`config.mk`:
```
export PLATFORM = sky130hd
export DESIGN_NAME = nr_recip_div
export DESIGN_NICKNAME = d
export VERILOG_FILES = /design/src/rtl/nr_div_pkg.sv /design/src/rtl/nr_ctrl.sv /design/src/rtl/nr_seed.sv /design/src/rtl/nr_mul.sv /design/src/rtl/nr_recip_div.sv
export SDC_FILE = /design/constraint.sdc
export NUM_CORES = 2
export LEC_CHECK = 0
export ABC_AREA = 1
export BUFFER_PORTS_ARGS = -buffer_cell sky130_fd_sc_hd__buf_2
export CAP_MARGIN = 20
export CORE_MARGIN = 10
export CORE_UTILIZATION = 40
export DETAILED_ROUTE_END_ITERATION = 7
export GPL_TIMING_DRIVEN = 0
export RECOVER_POWER = 25
export SKIP_LAST_GASP = 1
export SLEW_MARGIN = 40
export SYNTH_ARGS = -nofsm -noshare
export SYNTH_HDL_FRONTEND = slang
export SYNTH_SLANG_ARGS = --single-unit
```
`constraint.sdc`:
```
create_clock -name clk -period 19.7 [get_ports clk]
set_input_delay 1.97 -clock clk [delete_from_list [all_inputs] [get_ports clk]]
set_output_delay 1.97 -clock clk [all_outputs]
set_load 0.03 [all_outputs]
```
`src/rtl/nr_div_pkg.sv`:
```
`timescale 1ns/1ps
package nr_div_pkg;

    // Seed line constant 2.9142, kept as a ratio of integers
    localparam longint unsigned SEED_NUM = 64'd29142;
    localparam longint unsigned SEED_DEN = 64'd10000;

    typedef enum logic [2:0] {
        ST_IDLE,
        ST_INIT,
        ST_MUL_BX,
        ST_SUB,
        ST_MUL_X,
        ST_MUL_A,
        ST_DONE
    } nr_state_e;

    typedef enum logic [1:0] {
        MS_BX,
        MS_XT,
        MS_AX
    } mul_sel_e;

    typedef struct packed {
        logic     load;
        logic     seed;
        logic     mul_t;
        logic     sub_t;
        logic     mul_x;
        logic     mul_q;
        mul_sel_e sel;
    } nr_ctl_t;

    // Seed constant scaled by 2^fw
    function automatic logic [63:0] seed_const(input int fw);
        return (SEED_NUM << fw) / SEED_DEN;
    endfunction

endpackage

```
`src/rtl/nr_ctrl.sv`:
```
`timescale 1ns/1ps
module nr_ctrl
    import nr_div_pkg::*;
#(
    parameter int ITERS = 3
) (
    input  logic    clk,
    input  logic    rst,
    input  logic    start,
    output nr_ctl_t ctl,
    output logic    busy,
    output logic    done
);
    localparam int IW = (ITERS > 1) ? $clog2(ITERS) : 1;

    nr_state_e     state;
    logic [IW-1:0] iter;

    always_ff @(posedge clk) begin
        if (rst) begin
            state <= ST_IDLE;
            iter  <= '0;
        end else begin
            case (state)
                ST_IDLE:   if (start) state <= ST_INIT;
                ST_INIT:   begin
                    state <= ST_MUL_BX;
                    iter  <= '0;
                end
                ST_MUL_BX: state <= ST_SUB;
                ST_SUB:    state <= ST_MUL_X;
                ST_MUL_X:  begin
                    if (iter == IW'(ITERS - 1)) begin
                        state <= ST_MUL_A;
                    end else begin
                        iter  <= iter + 1'b1;
                        state <= ST_MUL_BX;
                    end
                end
                ST_MUL_A:  state <= ST_DONE;
                default:   state <= ST_IDLE;
            endcase
        end
    end

    always_comb begin
        ctl       = '0;
        ctl.load  = (state == ST_IDLE) && start;
        ctl.seed  = (state == ST_INIT);
        ctl.mul_t = (state == ST_MUL_BX);
        ctl.sub_t = (state == ST_SUB);
        ctl.mul_x = (state == ST_MUL_X);
        ctl.mul_q = (state == ST_MUL_A);
        case (state)
            ST_MUL_X: ctl.sel = MS_XT;
            ST_MUL_A: ctl.sel = MS_AX;
            default:  ctl.sel = MS_BX;
        endcase
    end

    assign busy = (state != ST_IDLE);
    assign done = (state == ST_DONE);

endmodule

```
`src/rtl/nr_seed.sv`:
```
`timescale 1ns/1ps
module nr_seed
    import nr_div_pkg::*;
#(
    parameter int W  = 16,
    parameter int FW = 24,
    parameter int WB = 26
) (
    input  logic [W-1:0]  b,
    output logic [WB-1:0] x0
);
    localparam logic [WB-1:0] C_SEED = WB'(seed_const(FW));

    // x0 = 2.9142 - 2*b ; b aligned to FW fraction bits, then doubled
    assign x0 = C_SEED - (WB'(b) << (FW - W + 1));

endmodule

```
`src/rtl/nr_mul.sv`:
```
`timescale 1ns/1ps
module nr_mul #(
    parameter int WB = 26,
    parameter int FW = 24
) (
    input  logic [WB-1:0] ma,
    input  logic [WB-1:0] mb,
    output logic [WB-1:0] p
);
    logic [2*WB-1:0] full;

    assign full = {{WB{1'b0}}, ma} * {{WB{1'b0}}, mb};
    assign p    = full[FW +: WB];

endmodule

```
`src/rtl/nr_recip_div.sv`:
```
`timescale 1ns/1ps
module nr_recip_div
    import nr_div_pkg::*;
#(
    parameter int W     = 16,
    parameter int GUARD = 8,
    parameter int ITERS = 3
) (
    input  logic         clk,
    input  logic         rst,
    input  logic         start,
    input  logic [W-1:0] a,
    input  logic [W-1:0] b,
    output logic         busy,
    output logic         done,
    output logic [W:0]   q
);
    localparam int FW = W + GUARD;
    localparam int WB = FW + 2;
    localparam logic [WB-1:0] TWO = WB'(1) << (FW + 1);

    nr_ctl_t       ctl;
    logic [W-1:0]  a_r, b_r;
    logic [WB-1:0] x_r, t_r, x0;
    logic [WB-1:0] ma, mb, prod;
    logic [WB-1:0] a_w, b_w;
    logic [W:0]    q_r;

    nr_ctrl #(.ITERS(ITERS)) u_ctrl (
        .clk(clk), .rst(rst), .start(start),
        .ctl(ctl), .busy(busy), .done(done)
    );

    nr_seed #(.W(W), .FW(FW), .WB(WB)) u_seed (
        .b(b_r), .x0(x0)
    );

    nr_mul #(.WB(WB), .FW(FW)) u_mul (
        .ma(ma), .mb(mb), .p(prod)
    );

    assign a_w = WB'(a_r) << GUARD;
    assign b_w = WB'(b_r) << GUARD;

    always_comb begin
        case (ctl.sel)
            MS_XT:   begin ma = x_r; mb = t_r; end
            MS_AX:   begin ma = a_w; mb = x_r; end
            default: begin ma = b_w; mb = x_r; end
        endcase
    end

    always_ff @(posedge clk) begin
        if (rst) begin
            a_r <= '0;
            b_r <= '0;
            x_r <= '0;
            t_r <= '0;
            q_r <= '0;
        end else begin
            if (ctl.load) begin
                a_r <= a;
                b_r <= b;
            end
            if (ctl.seed)  x_r <= x0;
            if (ctl.mul_t) t_r <= prod;
            if (ctl.sub_t) t_r <= TWO - t_r;
            if (ctl.mul_x) x_r <= prod;
            if (ctl.mul_q) q_r <= prod[GUARD +: W+1];
        end
    end

    assign q = q_r;

endmodule

```
==> flow_summary_export.csv <==
group,metric,value,unit
logic_synthesis,synthDistinctLibCells,50,
logic_synthesis,synth_cells,3582,
clock_network,cts_tree,"yes",
clock_network,postCtsSetupRepairBufs,0,
run,cap_violations,0,
die,initial_core_util,40.5,%
worst_hold_path,holdPathEnd,"a_r[4]",
drt,drt_wl_total,110000,um
setup_path,worstPathRequired,19.92,ns
logic_synthesis,syn-mean-instance-area,7.60,um2
power,p_leak,14.6,nW
placed_design,place_ws,9.38,ns
worst_hold_path,hp-start,"a_r[4]",
die,row_count,95,
timing,fin_crit_sh,55.0,%
worst_hold_path,holdCritPathClass,"flop to flop",
setup_path,slowest_stage,"clkinv_1",
clock_network,htreeDepth,3,
clock_network,cts-root-buf,"clkbuf_16",
setup_path,crit_type,"flop to flop",
timing,maxSlewHeadroom,37.6,%
grt,grt_overflow,0,
clock_network,cts.sinks,106,
timing,finalMaxSlewViolations,0,
logic_synthesis,ys_warn_count,0,
finish,nets,4435,
logic_synthesis,syn_area,27200,um2
grt,grt_pass1_vias,25044,
clock_network,worst_skew_pair.late_latency,0.37,ns
logic_synthesis,synthFlopType,"dfxtp_1",
setup_path,r2r_slack,8.87,ns
logic_synthesis,synth-edff-count,0,
timing,finalWorstSetupSlack,8.87,ns
worst_hold_path,hold_depth,2,
die,io_pins,54,
finish,final.fill_count,7148,
setup_path,reg2regPathDepth,31,
drt,drtPass1Iterations,7,
clock_network,cts_resized,0,
grt,antenna_found_initial,1,
drt,postRouteAntennaNets,0,
timing,skew,0.0134,ns
run_status,status,"finished, final reports clean",
die,core_area,67300,um2
setup_path,cp_data_arrival_time,11.05,ns
setup_path,r2r_end,"t_r[23]",
clock_network,clkTransAtPathRegs,0.07,ns
timing,timing_hold_violations_final,0,
logic_synthesis,yosys-top-cells-area,"fa_1 (42%), inv_1 (12%), nand2_1 (9.5%), ha_1 (8.3%), dfxtp_1 (7.8%)",
logic_synthesis,yosys.area.top_type_share,42.1,%
logic_synthesis,yosysSeqAreaShare,7.80,%
timing,period_minus_slack,10.83,ns
grt,grt_use_total,28.3,%
drt,drc,0,
timing,rsz0062_at_grt,"no",
clock_network,cts_hold_buf,0,
finish,regArea,2120,um2
die,die-area,78900,um2
grt,grt_max_degree,16,
setup_path,crit_path_end_kind,"flop",
drt,vias,24487,
placed_design,place_hpwl,94100,um
logic_synthesis,yosys.area.top_type,"fa_1",
placed_design,io_buffers,53,
finish,drive_gt1_share,4.25,%
timing,holdWs,0.466,ns
drt,vias_per_cell,5.41,
logic_synthesis,syn_nets,4369,
power,power_density,43.4,nW/um2
setup_path,cpPeakStageDelay,0.75,ns
clock_network,cts_made_buffers,9,
clock_network,clock_path_buffers,2,
power,max-vdd-ir-drop,0.0521,mV
finish,multi_input_area,21300,um2
finish,syn_to_final_growth,6.24,%
drt,drt-initial-drc-count,2480,
die,die-height,281,um
timing,tightest_slew,0.930,ns
logic_synthesis,ys_ff_latch,106,
setup_path,reg2reg_from,"u_ctrl.state[0]",
timing,setup_viol,0,
setup_path,path_max_fanout,11,
setup_path,crit_top_cell,"fa_1",
timing,max_freq,92.3,MHz
placed_design,gp_congestion,1.04,
logic_synthesis,synthMostInstantiatedCell,"inv_1",
timing,setup-tns-final,0,ns
setup_path,start_kind,"flop",
grt,grt_first_pass_wirelength,163000,um
drt,wl_per_cell,24.4,um
logic_synthesis,synth_common_cells,"inv_1 (847), nand2_1 (686), fa_1 (572)",
die,die_x,281,um
logic_synthesis,async_flop_share,0,%
## logic make-up after synthesis
group / synth area share (%)
xor gates and xnor gates: 0.418
buffers and inverters: 14.0
AOI/OAI and AO/OA: 8.00
and+or+nand+nor: 19.5
adders and majority gates: 50.3
DFF: 7.80
## state kept, by name (all words and copies together), names as in the netlist
name	flops
t_r	26
q	17
b_r	16
a_r	16
u_ctrl.state	3
u_ctrl.iter	2
x_r	26
## layout make-up
class	instances	share of cell area (%)
timing repair buffer	55	0.974
buffer	137	1.99
clock buffer	10	0.826
inverter	865	11.2
antenna	1	0.00865
clock inverter	3	0.147
multi-input combinational	2474	73.7
tap	873	3.78
sequential	106	7.34
## cells in the final DEF, fill, tap and decap left out, types with 3 or more instances in the layout
cell type / instances
a21oi_2: 4
nor3_2: 3
o211ai_1: 8
nand4_1: 15
nor4_1: 7
buf_4: 4
nand2_1: 686
inv_1: 849
o21a_1: 8
clkbuf_16: 9
a21o_1: 12
nor2_2: 3
inv_2: 8
o21bai_1: 14
clkbuf_2: 13
nand3b_1: 6
o21ai_2: 6
o21ai_0: 145
a21oi_1: 143
o31ai_1: 3
ha_1: 180
fa_1: 572
a31oi_1: 10
buf_2: 75
nor2_1: 471
nand3_2: 3
o21ai_1: 8
nand2_2: 12
clkbuf_1: 92
xnor2_1: 4
or2_2: 3
dfxtp_1: 106
nand3_1: 93
nor3_1: 14
xor2_1: 9
clkinv_1: 8
buf_1: 6
a21boi_0: 3
o221ai_1: 14
## where the power goes
part	switching [W]	leakage (nW)	internal, W
combinational	0.000589	13.6	0.000227
sequential	0.0000197	0.865	0.000235
clock	0.0000847	0.136	0.0000999
total	0.000693	14.6	0.000561
## per-layer routing
layer  share of wire (%)  wire length (um)  vias to the layer above  GRT usage [%]
met5               0.010                11                        -              0
met4                 7.3              8060                        2           17.2
met3                 9.7             10700                      304           5.68
met2                  43             47500                     1313           43.0
met1                  40             43800                    12132           36.7
li1                    -                 -                    10736              -
## worst max-delay path by stage
stage,start,end,cells after the start
floorplan,u_ctrl.state[0],q[1],36
global placement,u_ctrl.state[0],t_r[23],32
detailed placement,u_ctrl.state[0],t_r[23],32
CTS,u_ctrl.state[0],t_r[23],32
global route,u_ctrl.state[0],x_r[23],33
finish,u_ctrl.state[0],t_r[23],31
## worst max-delay path, delay by kind of cell (launching register included)
family	cells	cell delay [ns]
AND/OR/NAND/NOR	5	1.31
buffers and inverters	11	2.66
flip-flops	1	0.41
adder cells (fa/ha/maj)	9	4.32
AO/OA/AOI/OAI	6	1.96
## per-stage QoR
stage / total power [W] / util [%] / cell area [um2] / instances
floorplan: 0.000707 / - / 27200 / 3582
global route: 0.00132 / 43.0 / 28900 / 4523
detailed placement: 0.00105 / 42.5 / 28600 / 4509
global placement: 0.00105 / 42.5 / 28600 / 4508
CTS: 0.00123 / 42.9 / 28900 / 4522
finish: 0.00125 / 43.0 / 28900 / 4524
(Power assumes the default switching activity.)
